$ cat src/rtl/cmpl_err_pkg.sv
`timescale 1ns/1ps
package cmpl_err_pkg;
  localparam int ERR_W       = 32;
  localparam int B_CLASS     = 0;
  localparam int B_CAP       = 1;
  localparam int B_ADM_TO    = 2;
  localparam int B_ADM_STAT  = 3;
  localparam int B_IO_TO     = 4;
  localparam int B_IO_STAT   = 5;
  localparam int B_PKT_BASE  = 6;
  localparam int PKT_FLAGS   = 4;
  localparam int B_LBA       = 16;
  localparam logic [ERR_W-1:0] USED_MASK = 32'h0001_03FF;
  localparam logic [7:0] LBA_LOG2_OK = 8'd9;
endpackage

$ cat src/rtl/cmpl_wait_timer.sv
`timescale 1ns/1ps
module cmpl_wait_timer #(
  parameter int TIMER_W = 32
) (
  input  logic               clk,
  input  logic               rst_n,
  input  logic [TIMER_W-1:0] limit,
  input  logic               start,
  input  logic               stop,
  output logic               fire
);
  logic               waiting;
  logic [TIMER_W-1:0] cnt;

  // Fires on the edge where the limit-th cycle of waiting ends.
  assign fire = waiting && !start && !stop && (limit != '0) &&
                (cnt == limit - 1'b1);

  always_ff @(posedge clk) begin
    if (!rst_n) begin
      waiting <= 1'b0;
      cnt     <= '0;
    end else if (start) begin
      waiting <= 1'b1;
      cnt     <= '0;
    end else if (stop || fire) begin
      waiting <= 1'b0;
      cnt     <= '0;
    end else if (waiting) begin
      cnt     <= cnt + 1'b1;
    end
  end
endmodule

$ cat src/rtl/cmpl_phase_track.sv
`timescale 1ns/1ps
module cmpl_phase_track #(
  parameter int DEPTH = 4
) (
  input  logic clk,
  input  logic rst_n,
  input  logic cpl_valid,
  input  logic cpl_phase,
  output logic phase_bad
);
  localparam int IDX_W = (DEPTH > 1) ? $clog2(DEPTH) : 1;
  localparam logic [IDX_W-1:0] LAST = IDX_W'(DEPTH - 1);

  logic [IDX_W-1:0] idx;
  logic             exp_phase;

  assign phase_bad = cpl_valid && (cpl_phase != exp_phase);

  always_ff @(posedge clk) begin
    if (!rst_n) begin
      idx       <= '0;
      exp_phase <= 1'b1;
    end else if (cpl_valid) begin
      if (idx == LAST) begin
        idx       <= '0;
        exp_phase <= ~exp_phase;
      end else begin
        idx <= idx + 1'b1;
      end
    end
  end
endmodule

$ cat src/rtl/cmpl_cap_check.sv
`timescale 1ns/1ps
module cmpl_cap_check #(
  parameter int CMD_DEPTH_LOG2 = 5
) (
  input  logic [15:0] max_q_ent,
  input  logic [3:0]  db_stride,
  input  logic        nvm_set,
  input  logic [3:0]  min_page,
  output logic        cap_fail,
  output logic [31:0] snap
);
  localparam int CMD_DEPTH = 1 << CMD_DEPTH_LOG2;
  localparam logic [15:0] MIN_Q_ENT = 16'(2 * CMD_DEPTH - 1);

  assign cap_fail = (min_page != 4'd0) || !nvm_set ||
                    (db_stride != 4'd0) || (max_q_ent < MIN_Q_ENT);
  assign snap = {7'd0, min_page, nvm_set, db_stride, max_q_ent};
endmodule

$ cat src/rtl/cmpl_err_monitor.sv
`timescale 1ns/1ps
module cmpl_err_monitor
  import cmpl_err_pkg::*;
#(
  parameter int          CMD_DEPTH_LOG2 = 5,
  parameter int          ADM_Q_DEPTH    = 4,
  parameter int          TIMER_W        = 32,
  parameter logic [23:0] EXP_CLASS      = 24'h010802
) (
  input  logic        clk,
  input  logic        rst_n,
  input  logic [31:0] timeout_limit,
  input  logic        class_chk_valid,
  input  logic [23:0] class_code,
  input  logic        cap_chk_valid,
  input  logic [15:0] cap_max_q_ent,
  input  logic [3:0]  cap_db_stride,
  input  logic        cap_nvm_set,
  input  logic [3:0]  cap_min_page,
  input  logic        lba_chk_valid,
  input  logic [7:0]  lba_size_log2,
  input  logic        pkt_len_err,
  input  logic        pkt_ecc_err,
  input  logic        pkt_unsup_req,
  input  logic        pkt_cpl_abort,
  input  logic        adm_wait_start,
  input  logic        adm_cpl_valid,
  input  logic [14:0] adm_cpl_status,
  input  logic        adm_cpl_phase,
  input  logic [15:0] adm_cpl_cid,
  input  logic [15:0] adm_exp_cid,
  input  logic        io_wait_start,
  input  logic        io_cpl_valid,
  input  logic [14:0] io_cpl_status,
  input  logic        io_cpl_phase,
  input  logic [7:0]  io_cpl_cid,
  output logic [31:0] err_vec,
  output logic        err_flag,
  output logic [15:0] adm_word,
  output logic [31:0] io_word,
  output logic [31:0] cap_snap
);
  localparam int IO_Q_DEPTH = 1 << CMD_DEPTH_LOG2;

  logic        adm_fire, io_fire;
  logic        adm_ph_bad, io_ph_bad;
  logic        cap_fail;
  logic [31:0] cap_pack;
  logic        adm_id_bad, adm_bad, io_bad;
  logic [PKT_FLAGS-1:0] pkt_flags;
  logic [ERR_W-1:0]     set_vec, vec_nxt;

  cmpl_wait_timer #(.TIMER_W(TIMER_W)) u_adm_tmr (
    .clk(clk), .rst_n(rst_n), .limit(TIMER_W'(timeout_limit)),
    .start(adm_wait_start), .stop(adm_cpl_valid), .fire(adm_fire));

  cmpl_wait_timer #(.TIMER_W(TIMER_W)) u_io_tmr (
    .clk(clk), .rst_n(rst_n), .limit(TIMER_W'(timeout_limit)),
    .start(io_wait_start), .stop(io_cpl_valid), .fire(io_fire));

  cmpl_phase_track #(.DEPTH(ADM_Q_DEPTH)) u_adm_ph (
    .clk(clk), .rst_n(rst_n), .cpl_valid(adm_cpl_valid),
    .cpl_phase(adm_cpl_phase), .phase_bad(adm_ph_bad));

  cmpl_phase_track #(.DEPTH(IO_Q_DEPTH)) u_io_ph (
    .clk(clk), .rst_n(rst_n), .cpl_valid(io_cpl_valid),
    .cpl_phase(io_cpl_phase), .phase_bad(io_ph_bad));

  cmpl_cap_check #(.CMD_DEPTH_LOG2(CMD_DEPTH_LOG2)) u_cap (
    .max_q_ent(cap_max_q_ent), .db_stride(cap_db_stride),
    .nvm_set(cap_nvm_set), .min_page(cap_min_page),
    .cap_fail(cap_fail), .snap(cap_pack));

  assign adm_id_bad = adm_cpl_valid && (adm_cpl_cid != adm_exp_cid);
  assign adm_bad    = adm_cpl_valid &&
                      ((adm_cpl_status != '0) || adm_ph_bad || adm_id_bad);
  assign io_bad     = io_cpl_valid && ((io_cpl_status != '0) || io_ph_bad);
  assign pkt_flags  = {pkt_cpl_abort, pkt_unsup_req, pkt_ecc_err, pkt_len_err};

  always_comb begin
    set_vec             = '0;
    set_vec[B_CLASS]    = class_chk_valid && (class_code != EXP_CLASS);
    set_vec[B_CAP]      = cap_chk_valid && cap_fail;
    set_vec[B_ADM_TO]   = adm_fire;
    set_vec[B_ADM_STAT] = adm_bad;
    set_vec[B_IO_TO]    = io_fire;
    set_vec[B_IO_STAT]  = io_bad;
    set_vec[B_LBA]      = lba_chk_valid && (lba_size_log2 != LBA_LOG2_OK);
    for (int i = 0; i < PKT_FLAGS; i++) begin
      set_vec[B_PKT_BASE + i] = pkt_flags[i];
    end
  end

  assign vec_nxt = err_vec | set_vec;

  always_ff @(posedge clk) begin
    if (!rst_n) begin
      err_vec  <= '0;
      err_flag <= 1'b0;
    end else begin
      err_vec  <= vec_nxt;
      err_flag <= |vec_nxt;
    end
  end

  always_ff @(posedge clk) begin
    if (!rst_n) begin
      adm_word <= '0;
      io_word  <= '0;
      cap_snap <= '0;
    end else begin
      if (adm_cpl_valid && !err_vec[B_ADM_STAT])
        adm_word <= {adm_cpl_status, adm_ph_bad | adm_id_bad};
      if (io_cpl_valid && !err_vec[B_IO_STAT])
        io_word <= {8'd0, io_cpl_cid, io_cpl_status, io_ph_bad};
      if (cap_chk_valid && !err_vec[B_CAP])
        cap_snap <= cap_pack;
    end
  end
endmodule

$ cat config.mk
export PLATFORM = sky130hd
export DESIGN_NAME = cmpl_err_monitor
export DESIGN_NICKNAME = d
export VERILOG_FILES = /design/src/rtl/cmpl_err_pkg.sv /design/src/rtl/cmpl_wait_timer.sv /design/src/rtl/cmpl_phase_track.sv /design/src/rtl/cmpl_cap_check.sv /design/src/rtl/cmpl_err_monitor.sv
export SDC_FILE = /design/constraint.sdc
export NUM_CORES = 1
export LEC_CHECK = 0
export BUFFER_PORTS_ARGS = -buffer_cell sky130_fd_sc_hd__buf_2
export CELL_PAD_IN_SITES_DETAIL_PLACEMENT = 0
export CELL_PAD_IN_SITES_GLOBAL_PLACEMENT = 1
export CORE_ASPECT_RATIO = 1.25
export CORE_MARGIN = 2
export CORE_UTILIZATION = 39
export CTS_BUF_LIST = sky130_fd_sc_hd__clkbuf_4
export DETAILED_ROUTE_END_ITERATION = 16
export GPL_TIMING_DRIVEN = 1
export PLACE_DENSITY = 0.85
export SLEW_MARGIN = 20
export SYNTH_ARGS = -nofsm -noshare
export SYNTH_HDL_FRONTEND = slang
export SYNTH_HIERARCHICAL = 1
export SYNTH_SLANG_ARGS = --single-unit
$ cat constraint.sdc
create_clock -name clk -period 5 [get_ports clk]
set_clock_uncertainty 0.2 [all_clocks]
set_input_delay 1 -clock clk [delete_from_list [all_inputs] [get_ports clk]]
set_output_delay 1 -clock clk [all_outputs]
set_load 0.005 [all_outputs]
# After elaboration in Yosys (flattened, before gate mapping)

Cells that the tools add are included.

Word-level logic and storage cells: 86
Output and inout port bits: 113
Register bits after elaboration: 173
Input bits: 174

Multiplexer cells: 6
Eq/ne operators: 9
$add $sub $neg: 5
Reductions and logical operators: 47
Order comparisons: 1
Bitwise operators: 5

Operators with widths:

| operator              | number |
|---|---|
| $add 32x1->32 const B | 2 |
| $eq 32x32->1          | 2 |
| $or 32x17->32         | 1 |
| $reduce_bool 32->1    | 1 |
| $reduce_or 32->1      | 1 |
| $sub 32x1->32 const B | 1 |
| $reduce_bool 15->1    | 2 |
| $ne 24x17->1 const B  | 1 |
| $logic_and 1x1->1     | 19 |
| $lt 16x6->1 const B   | 1 |
| $ne 16x16->1          | 1 |
| $logic_not 1->1       | 8 |
| $logic_or 1x1->1      | 8 |
| $ne 8x4->1 const B    | 1 |
| $reduce_bool 4->1     | 2 |
| $reduce_or 3->1       | 2 |
| $add 5x1->5 const B   | 1 |
| $eq 5x5->1 const B    | 1 |
| $mux 5                | 1 |
| $mux 1                | 4 |
| $reduce_and 2->1      | 2 |
| $reduce_bool 2->1     | 2 |
| $not 1->1             | 3 |
| $add 2x1->2 const B   | 1 |
| 4 further kinds       | 5 |

# Logic depth before layout (Yosys ltp)

Gate-level depths: netlist of the first run.

Depth after elaboration: 8
Gate-level depth with buffers: 13
Depth with buffers taken out: 13

# Modules after synthesis

The synthesis of the first run kept the hierarchy.

Modules (own cells, without submodules):

| module                      | area each (um2) | seq. area each (um2) | instances | cells each |
|---|---|---|---|---|
| cmpl_wait_timer             | 2,821.5         | 660.6                | 2         | 365 |
| cmpl_err_monitor            | 3,617.2         | 1,681.6              | 1         | 427 |
| cmpl_phase_track (u_io_ph)  | 311.5           | 120.1                | 1         | 31 |
| cmpl_cap_check              | 310.3           | 0.0                  | 1         | 42 |
| cmpl_phase_track (u_adm_ph) | 148.9           | 60.1                 | 1         | 14 |

# Worst setup path after synthesis of the first run

OpenSTA, ideal clock, no wires.

Path kind: input-to-reg
Start: input timeout_limit[2]
End: register u_adm_tmr.cnt[0]
Setup time: 132 ps
Buffers on the path: 2
Cell stages on the path: 9
Data required time: 4,668 ps
Arrival time: 3,671 ps
Setup slack: 997 ps
Path through: buf_2 or4_4 or4_1 or3_1 a2111oi_2 nand4_1 nor4_4 buf_6 nor3_1

Word-level cells in the longest chain between the ends: 5
Elaborated cells on any way between the ends: 7
Classes of those cells: 1 x add/sub; 1 x eq/ne; 5 x reduce/logical

RTL lines:

| item                                                | RTL line                                     | text |
|---|---|---|
| start: declaration                                  | cmpl_err_monitor.sv:12                       | `input logic [31:0] timeout_limit,` |
| $sub 32x1->32 or $reduce_bool 32->1 (tied branches) | cmpl_wait_timer.sv:17, cmpl_wait_timer.sv:16 |  |
| $eq 32x32->1 or $logic_and 1x1->1 (tied branches)   | cmpl_wait_timer.sv:17, cmpl_wait_timer.sv:16 |  |
| $logic_and 1x1->1 (*)                               | cmpl_wait_timer.sv:16                        | `assign fire = waiting && !start && !stop && (limit != '0) &&` |
| $logic_or 1x1->1 (*)                                | cmpl_wait_timer.sv:26                        | `end else if (stop \|\| fire) begin` |
| $reduce_or 3->1 (no source line) (*)                | --                                           |  |
| end signal: assignment                              | cmpl_wait_timer.sv:30                        | `cnt <= cnt + 1'b1;` |
| end: declaration                                    | cmpl_wait_timer.sv:13                        | `logic [TIMER_W-1:0] cnt;` |

Mark *: on every way between the ends. The rest lies on a longest branch, timed or not.
A chain may end at the register's enable or synchronous reset.

# Worst setup path in the final report of the first run

Start: input timeout_limit[0]
End: register err_flag

Word-level cells in the longest chain between the ends: 5
Elaborated cells on any way between the ends: 10
Classes of those cells: 1 x add/sub; 2 x eq/ne; 1 x bitwise; 6 x reduce/logical

RTL lines:

| item                                                | RTL line                                     | text |
|---|---|---|
| $sub 32x1->32 or $reduce_bool 32->1 (tied branches) | cmpl_wait_timer.sv:17, cmpl_wait_timer.sv:16 |  |
| $eq 32x32->1 or $logic_and 1x1->1 (tied branches)   | cmpl_wait_timer.sv:17, cmpl_wait_timer.sv:16 |  |
| $logic_and 1x1->1 (*)                               | cmpl_wait_timer.sv:16                        |  |
| named net io_fire                                   | cmpl_err_monitor.sv:45                       | `logic adm_fire, io_fire;` |
| $or 32x17->32 (*)                                   | cmpl_err_monitor.sv:94                       | `assign vec_nxt = err_vec \| set_vec;` |
| $reduce_or 32->1 (*)                                | cmpl_err_monitor.sv:102                      | `err_flag <= \|vec_nxt;` |
| end signal: assignment                              | cmpl_err_monitor.sv:102                      |  |
| end: declaration                                    | cmpl_err_monitor.sv:38                       | `output logic err_flag,` |

Mark *: on every way through the listed nets, which the timed path passes. The rest lies on a longest branch.

==> out/qor.csv, run 1 <==
stage;metric;value;unit
sta;pins over their slew limit;0;
clocking;CTS buffer count;17;
clocking;Post-CTS Setup Bufs;0;
place;Post-Place Setup Slack;303;ps
place;placed cell area;11200;µm²
floorplanning;Die W;147;µm
hold_path;Min-Delay Path Depth;2;
drt;final WL;30.3;mm
drt;Avg Vias per Cell;5.31;
clocking;Resized Gates After CTS;0;
sta;final setup margin;806;ps
setup_path;CP Max Fanout;8;
clocking;clk sinks;159;
sta;RSZ-0062 raised after global routing;no;
synth;Yosys reg bits;159;
sta;Tcrit/Tclk final;83.9;%
grt;number of global-route vias before repair;8908;
synth;compound-cell area share of the yosys netlist;13.2;%
sta;Tmin final;4190;ps
place;PortBufs;257;
pwr;switching power;0.787;mW
floorplanning;core region area;25300;µm²
setup_path;cells along the critical path;buf_2 > inv_1 > ha_1 > nor4b_1 > nand3_1 > or3_1 > a2111oi_0 > nor2_1 > nor4b_1 > buf_4 > nor4_1 > and4_1 > nand3_1 > o31a_1;
setup_path;CP Data Arrival Time;4510;ps
sta;FMAX;0.238;GHz
setup_path;worst-case reg-to-reg path depth;12;
floorplanning;Starting Density;39.7;%
synth;leading area contributor after synthesis;dfxtp_1;
grt;Total GRT Usage;21.9;%
hold_path;Worst Hold Launch;io_word[6];
place;gpl congestion;0.935;
clocking;Clock Pin Slew Worst Setup and Hold Paths;150;ps
layout;share of layout cells above drive strength 1;23.0;%
sta;Worst Tran Pin Value;964;ps
setup_path;Setup crit end kind;flip-flop;
drt;Initial DRC Count;523;
floorplanning;Die ar.;27000;µm²
grt;global-route wire length before repair;47.1;mm
outcome;status;finished clean;
synth;number of synthesized flops with an enable pin;0;
layout;Final Util;45.6;%
layout;multi-input logic area;6200;µm²
place;placed cell count;1763;
setup_path;Worst EP required;5320;ps
setup_path;reg-to-reg startpoint;u_io_tmr/cnt[19];
sta;Final Hold Fails;0;
clocking;CTS tree;built;
floorplanning;Die Y-Extent;183;µm
synth;asr flop ratio synth;0;%
clocking;Longest Clk Path Bufs;2;
synth;Synth Area in Simple Gates;31.3;%
layout;Syn-to-layout area delta;15.0;%
synth;Synth Area per Inst;8.06;µm²
synth;xor and xnor area share after synthesis;14.2;%
pwr;sequential power share;51.4;%
setup_path;CP Class;in -> reg;
drt;DRT Pass-1 Iters;7;
layout;Finished Cell Area;11500;µm²
grt;grt ovf;0;
clocking;clk_lat worst skew;570;ps
drt;routed len/inst;16.8;µm
grt;number of antenna violations at the first check in global routing;14;
grt;pin count of the biggest net entering global routing;75;
synth;cells taking the most area after synthesis;dfxtp_1 32%, nand2_1 7.9%, xnor2_1 7.4%;
floorplanning;row count;65;
setup_path;family with the most delay on the worst path;simple AND/OR/NAND/NOR gates;
pwr;Leak;4.34;nW
setup_path;Crit path largest cell delay;620;ps
synth;adder-cell share of the synthesized area;0.873;%
hold_path;Worst Hold Class;reg -> reg;
sta;total negative setup slack;0;ps
setup_path;Worst Path Buf+Inv;3;
place;Final HPWL DP;23.6;mm
setup_path;Reg-to-Reg End;err_flag;
setup_path;reg2reg setup slack;1700;ps
sta;Slew HR;35.2;%
clocking;hold_buf cts;0;
clocking;CTS root buf;clkbuf_4;
synth;mux contribution to synthesized area;0.823;%
pwr;Worst VDD drop;130;µV
pwr;Comb pwr share;16.1;%
drt;via count;9567;
synth;Netlist cell types;68;
synth;largest family of logic cells by synthesized area;simple AND/OR/NAND/NOR gates;
layout;Reg area;3180;µm²
synth;Primary FF master, synth;dfxtp_1;
layout;filler cell count in the final layout;2619;
layout;final-stage net count;1628;
pwr;switch share;30.3;%
setup_path;Crit-path slowest cell;a2111oi_0;
sta;final setup vio count;0;
layout;fin cells;1802;
pwr;Internal;1.81;mW
clocking;CTS H-tree lvls;4;
floorplanning;I/O Pins;287;
hold_path;hold worst-path end;io_word[6];
synth;sequential-to-total area share from yosys stat;31.7;%
drt;Antenna Violating Nets Remaining;0;
drt;drt drc;0;
synth;share of the synthesized area in the top cell type;31.7;%
setup_path;nature of the critical path startpoint;input port;
pwr;power density over the cells;225;nW/µm²
synth;YS warnings;6;
flow_run;max-cap viol count;0;
synth;Mapped Cells;1244;
synth;synthesized cell area;10000;µm²
pwr;clock power share;32.4;%
==> worst min-delay path: stages (launching register included) <==
cell,delay [ps]
dfxtp_1,330
nand2_1,40
a21boi_0,60
==> final cells by class <==
class / instances / area share (%)
clock inverters: 14 / 1.45
clock buffers: 18 / 1.17
multi-input cells: 990 / 53.8
inverters: 10 / 0.325
flip-flops and latches: 159 / 27.6
repair buffers: 269 / 11.9
well taps: 335 / 3.63
diodes: 7 / 0.152
==> cell usage after synthesis (5+ instances only) <==
cell	number
a211oi_1	8
a21boi_0	71
a21oi_1	9
and3_1	9
and4_1	7
buf_2	13
buf_4	61
buf_6	7
clkbuf_1	38
dfxtp_1	159
ha_1	7
inv_1	10
mux2i_1	6
nand2_1	211
nand2b_1	11
nand3_1	34
nand3b_1	10
nand4_1	35
nand4b_1	5
nor2_1	57
nor2b_1	18
nor3_1	97
nor3b_1	6
nor4_1	30
nor4b_1	15
o211ai_1	10
o21a_1	9
o21ai_0	17
o41ai_1	6
or2_2	6
or3_1	14
or4_1	9
xnor2_1	85
xor2_1	78
==> power groups by stage <==
stage               registers (mW)  logic, mW  clock network, mW
CTS                           1.34      0.420              0.886
global placement              1.36      0.416                  0
global route                  1.34      0.466              0.932
detailed placement            1.36      0.419                  0
finish                        1.34      0.419              0.843
floorplan                     1.36      0.248                  0
==> layout by cell type, fill, tap and decap left out, types with 30 or more instances in the layout <==
master    instances
nand2_1         209
nor4_1           30
xnor2_1          85
xor2_1           78
nor2_1           57
nand3_1          34
conb_1           36
dfxtp_1         159
nor3_1           97
a21boi_0         71
buf_2           257
nand4_1          35
==> flip-flops by register name (all words and copies together), names as in the netlist <==
| name | count |
|---|---|
| cap_snap | 32 |
| u_adm_tmr/cnt | 32 |
| u_io_tmr/cnt | 32 |
| io_word | 24 |
| adm_word | 16 |
| err_vec | 11 |
| u_io_ph/idx | 5 |
| u_adm_ph/idx | 2 |
| err_flag | 1 |
| u_adm_ph/exp_phase | 1 |
| u_adm_tmr/waiting | 1 |
| u_io_ph/exp_phase | 1 |
| u_io_tmr/waiting | 1 |
==> metal layers <==
layer / GRT usage (%) / share of wire (%) / up-vias
met5: 0 / 0.26 / -
met4: 6.15 / 1.8 / 12
met3: 7.19 / 7.3 / 43
met2: 40.7 / 52 / 297
met1: 23.8 / 39 / 4473
li1: - / - / 4742
==> how the worst max path moves through the flow <==
stage,start,to,slack (ps),cells after the start
6_report,timeout_limit[0],err_flag,810,14
5_1_grt,timeout_limit[0],err_flag,590,14
2_1_floorplan,timeout_limit[2],u_adm_tmr/cnt[0],1000,9
3_5_place_dp,timeout_limit[0],err_flag,300,14
3_3_place_gp,timeout_limit[0],err_flag,300,14
4_1_cts,timeout_limit[0],err_flag,930,14
==> stage by stage <==
step	power [mW]	hold WS, ps
floorplan	1.61	260
global placement	1.78	249
detailed placement	1.78	255
CTS	2.64	275
global route	2.74	289
finish	2.60	271
==> cell families after synthesis <==
group / after synthesis
compound gates: 176
xor+xnor: 163
fa+ha+maj: 7
buf+inv: 129
flops: 159
mux: 8
other cells: 2
simple gates: 600
No activity file was read; power rests on OpenSTA's default activity.
==> run 2: changes to the inputs <==
clock period = 4 ns   (was 5 ns; I/O delays follow)
==> run 2 against run 1 <==
Effect of this change:
- register-to-register slack got worse by 870 ps
- sequential cell count did not move
- highest routed layer unchanged
- via count rose by 2.0%
- combinational power rose by 33%
- critical path type unchanged
- sequential power rose by 25%
- hold slack got worse by 33 ps
- sequential share of layout area fell by 0.99 points
- global-route usage fell by 0.10 points
- non-clock buffer count rose by 55
- cell count rose by 3.1%
- clock-buffer cell count fell by 1
==> out/qor.csv, run 2 (synthesis gave the netlist of run 1 again) <==
stage;metric;value;unit
layout;final-stage net count;1683;
layout;share of layout cells above drive strength 1;25.7;%
setup_path;worst-case reg-to-reg path depth;12;
clocking;clk sinks;159;
setup_path;CP Max Fanout;5;
place;Final HPWL DP;24.3;mm
floorplanning;row count;65;
drt;DRT Pass-1 Iters;5;
sta;FMAX;0.270;GHz
clocking;Post-CTS Setup Bufs;0;
layout;Final Util;47.3;%
place;Post-Place Setup Slack;-191;ps
drt;via count;9757;
layout;fin cells;1857;
drt;Post-Route M1 WL;12.2;mm
pwr;sequential power share;51.5;%
layout;top flop regs;cap_snap x32, u_adm_tmr/cnt x32, u_io_tmr/cnt x32;
pwr;switch share;32.8;%
sta;Final Hold Fails;0;
flow_run;max-cap viol count;0;
floorplanning;Die ar.;27000;µm²
clocking;Resized Gates After CTS;0;
pwr;switching power;1.06;mW
place;gpl congestion;0.955;
grt;grt ovf;0;
sta;Worst Tran Pin Value;1050;ps
setup_path;Crit-path slowest cell;or4b_2;
clocking;CTS buffer count;17;
sta;final setup vio count;0;
setup_path;reg-to-reg startpoint;u_io_tmr/cnt[19];
pwr;Worst VDD drop;176;µV
place;placed cell count;1818;
sta;Slew HR;30.2;%
layout;commonest cells after routing, fill and taps aside;257 x buf_2, 211 x nand2_1, 159 x dfxtp_1, 97 x nor3_1, 85 x xnor2_1;
pwr;Leak;4.61;nW
clocking;clk_lat worst skew;560;ps
floorplanning;Die W;147;µm
drt;drt drc;0;
layout;most common cell after layout, fill and taps aside;buf_2;
setup_path;CP Data Arrival Time;4020;ps
floorplanning;core region area;25300;µm²
setup_path;Worst EP required;4310;ps
setup_path;Setup crit end kind;flip-flop;
grt;number of antenna violations at the first check in global routing;11;
setup_path;nature of the critical path startpoint;input port;
pwr;Internal;2.18;mW
grt;Total GRT Usage;21.8;%
place;PortBufs;257;
clocking;CTS H-tree lvls;4;
pwr;clock power share;31.3;%
floorplanning;Starting Density;39.7;%
grt;number of global-route vias before repair;9157;
drt;Avg Vias per Cell;5.25;
setup_path;Crit path largest cell delay;650;ps
setup_path;reg2reg setup slack;830;ps
drt;Antenna Violating Nets Remaining;0;
setup_path;family with the most delay on the worst path;simple AND/OR/NAND/NOR gates;
setup_path;Levels on crit path;16;
layout;Syn-to-layout area delta;19.3;%
floorplanning;I/O Pins;287;
setup_path;Worst Path Buf+Inv;5;
floorplanning;Die Y-Extent;183;µm
sta;WHS;238;ps
drt;met3 wire len;2.13;mm
clocking;CTS tree;built;
hold_path;Worst Hold Launch;io_cpl_cid[3];
hold_path;Worst Hold Class;in -> reg;
grt;pin count of the biggest net entering global routing;69;
sta;pins over their slew limit;0;
setup_path;CP Capture Point;err_flag;
sta;total negative setup slack;0;ps
setup_path;cells along the critical path;buf_2 > buf_4 > inv_1 > ha_1 > buf_4 > or4b_2 > nor3b_1 > a211oi_1 > a211oi_1 > nor2_1 > nor4b_1 > buf_4 > nor4_1 > and4_1 > nand3_1 > o31a_1;
pwr;Comb pwr share;17.1;%
clocking;CTS root buf;clkbuf_4;
sta;RSZ-0062 raised after global routing;no;
clocking;Longest Clk Path Bufs;2;
drt;final WL;30.8;mm
clocking;Clock Pin Slew Worst Setup and Hold Paths;190;ps
setup_path;CP Class;in -> reg;
drt;Initial DRC Count;333;
drt;Max Used Layer;met5;
drt;routed len/inst;16.6;µm
pwr;power density over the cells;271;nW/µm²
setup_path;CP most frequent cell;buf_4;
sta;Tcrit/Tclk final;92.7;%
drt;metal2 WL;15.6;mm
setup_path;Worst Setup SP;timeout_limit[0];
sta;Tmin final;3710;ps
outcome;status;finished clean;
clocking;hold_buf cts;0;
sta;final setup margin;294;ps
grt;global-route wire length before repair;47.0;mm
setup_path;Reg-to-Reg End;err_flag;
## run 2: cell count changes in the layout (fill, tap and decap cells not counted), sizes merged
cell	before	now
buf	269	324
clkbuf	18	17
bufinv	2	0
inv	19	18
clkinv	1	5
## run 2: power by group through the flow
stage / logic [mW] / registers [mW] / clock network, mW
finish: 0.556 / 1.67 / 1.02
global route: 0.612 / 1.68 / 1.13
CTS: 0.558 / 1.67 / 1.07
detailed placement: 0.556 / 1.70 / 0
global placement: 0.552 / 1.70 / 0
floorplan: 0.310 / 1.70 / 0
## run 2: worst min path at each step
stage / end / depth (start not counted) / slack, ps
floorplan: cap_snap[10] / 2 / 260
global placement: cap_snap[22] / 2 / 250
detailed placement: io_word[17] / 2 / 250
CTS: io_word[19] / 3 / 200
global route: io_word[23] / 3 / 180
finish: io_word[19] / 3 / 240
## run 2: area by class of cell
class                      count  area (µm²)
inverter                      10        37.5
clock buffer                  17         128
multi-input combinational    990        6200
antenna                        7        17.5
sequential                   159        3180
fill                        2635       13300
tap                          335         419
timing repair buffer         324        1830
clock inverter                15         163
## run 2: worst min-delay path, stage by stage
cell and delay (ps):
buf_2 100, nand2_1 40, a21boi_0 60
## run 2: layer usage
metal / vias up / track usage, %
li1: 4846 / -
met3: 44 / 5.70
met5: - / 0
met4: 6 / 6.73
met1: 4545 / 24.0
met2: 316 / 40.8
## run 2: per-stage QoR
step	total power, mW	cell area (µm²)
6_report	3.24	12000
5_1_grt	3.42	12000
4_1_cts	3.30	12000
3_5_place_dp	2.26	11700
3_3_place_gp	2.25	11700
2_1_floorplan	2.01	10200
==> run 3: changes to the inputs <==
CORE_UTILIZATION = 42   (was 39)
GPL_TIMING_DRIVEN = not set   (was 1)
PLACE_DENSITY = 0.91   (was 0.85)
clock period = 4.7 ns   (was 4 ns; I/O delays follow)
==> run 3 against run 2 <==
Effect of this change:
- combinational power is 19% lower
- die area down 7.0%
- power down 17%
- hold slack better by 30 ps
- highest routed layer unchanged
==> out/qor.csv, run 3 (synthesis gave the netlist of run 1 again) <==
stage;metric;value;unit
sta;WHS;268;ps
setup_path;family with the most delay on the worst path;simple AND/OR/NAND/NOR gates;
grt;global-route wire length before repair;45.6;mm
drt;final WL;29.5;mm
clocking;CTS H-tree lvls;4;
sta;Tmin final;3980;ps
clocking;clk sinks;159;
floorplanning;I/O Pins;287;
sta;total negative setup slack;0;ps
drt;drt drc;0;
setup_path;CP Max Fanout;8;
sta;RSZ-0062 raised after global routing;no;
setup_path;Worst Setup SP;timeout_limit[0];
setup_path;Levels on crit path;14;
floorplanning;Die Y-Extent;177;µm
layout;Syn-to-layout area delta;15.4;%
place;Post-Place Setup Slack;130;ps
drt;Post-Route M1 WL;11.7;mm
clocking;Resized Gates After CTS;0;
setup_path;CP Data Arrival Time;4310;ps
setup_path;Setup crit end kind;flip-flop;
layout;top flop regs;cap_snap x32, u_adm_tmr/cnt x32, u_io_tmr/cnt x32;
drt;Avg Vias per Cell;5.43;
place;placed cell area;11300;µm²
sta;pins over their slew limit;0;
clocking;CTS tree;built;
layout;share of layout cells above drive strength 1;23.7;%
sta;Tcrit/Tclk final;84.6;%
setup_path;Reg-to-Reg End;err_flag;
outcome;status;finished clean;
sta;final setup vio count;0;
place;PortBufs;257;
pwr;power density over the cells;234;nW/µm²
clocking;Post-CTS Setup Bufs;0;
layout;commonest cells after routing, fill and taps aside;257 x buf_2, 209 x nand2_1, 159 x dfxtp_1, 97 x nor3_1, 85 x xnor2_1;
drt;Initial DRC Count;412;
sta;final setup margin;724;ps
drt;via count;9607;
floorplanning;Starting Density;42.6;%
drt;met3 wire len;1.82;mm
hold_path;Worst Hold Class;reg -> reg;
place;Final HPWL DP;22.9;mm
floorplanning;Die ar.;25100;µm²
clocking;Longest Clk Path Bufs;2;
sta;Final Hold Fails;0;
place;placed cell count;1733;
floorplanning;Die W;142;µm
drt;Max Used Layer;met5;
layout;fin cells;1768;
setup_path;CP Capture Point;err_flag;
setup_path;Worst Path Buf+Inv;3;
sta;FMAX;0.252;GHz
flow_run;max-cap viol count;0;
grt;grt ovf;0;
grt;number of antenna violations at the first check in global routing;8;
grt;number of global-route vias before repair;9110;
sta;Worst Tran Pin Value;1010;ps
floorplanning;core region area;23600;µm²
setup_path;worst-case reg-to-reg path depth;11;
setup_path;nature of the critical path startpoint;input port;
layout;final-stage net count;1641;
clocking;CTS root buf;clkbuf_4;
clocking;hold_buf cts;0;
drt;routed len/inst;16.7;µm
drt;metal2 WL;15.2;mm
setup_path;Crit path largest cell delay;580;ps
layout;most common cell after layout, fill and taps aside;buf_2;
sta;Slew HR;32.7;%
setup_path;Crit-path slowest cell;a2111oi_0;
setup_path;reg2reg setup slack;1450;ps
clocking;CTS buffer count;17;
clocking;clk_lat worst skew;590;ps
setup_path;Worst EP required;5030;ps
layout;Final Util;49.1;%
floorplanning;row count;63;
setup_path;reg-to-reg startpoint;u_adm_tmr/cnt[19];
setup_path;cells along the critical path;buf_2 > inv_1 > ha_1 > nor4b_1 > nand3_1 > or3_1 > a2111oi_0 > nor2_1 > nor4b_1 > buf_4 > nor4_1 > and4_1 > nand3_1 > o31a_1;
clocking;Clock Pin Slew Worst Setup and Hold Paths;130;ps
grt;pin count of the biggest net entering global routing;61;
grt;Total GRT Usage;22.9;%
layout;Finished Cell Area;11600;µm²
pwr;Leak;4.38;nW
drt;DRT Pass-1 Iters;5;
pwr;Final Total Pwr;2.71;mW
pwr;Worst VDD drop;128;µV
drt;Antenna Violating Nets Remaining;0;
place;gpl congestion;0.915;
setup_path;CP Class;in -> reg;
## run 3: routing by layer
metal  vias up  GRT usage, %
met5         -             0
met4        10          9.42
met3        59          4.87
met2       330          42.5
met1      4443          25.0
li1       4765             -
## run 3: how the worst min path moves through the flow
stage,start,slack (ps),cells after the start,to
after floorplan,cap_snap[10],260,2,cap_snap[10]
final,io_word[0],270,2,io_word[0]
after CTS,io_word[0],270,2,io_word[0]
after global placement,cap_snap[29],250,2,cap_snap[29]
after detailed placement,io_word[3],250,2,io_word[3]
after global routing,io_word[0],290,2,io_word[0]
## run 3: area by class of cell
class	count	area (µm²)
antenna	4	10.0
clock buffer	21	158
clock inverter	10	116
fill	2358	12000
inverter	10	37.5
multi-input combinational	990	6200
sequential	159	3180
tap	292	365
timing repair buffer	282	1500
## run 3: worst min-delay path, cell delays in order (launching register included)
cell and delay, ps:
dfxtp_1 320, nand2_1 40, a21boi_0 60
## run 3: power by group
part	switching, mW	leakage [nW]	internal (mW)
Clock	0.502	0.138	0.334
Sequential	0.0269	1.30	1.39
Combinational	0.256	2.95	0.195
Total	0.784	4.38	1.92
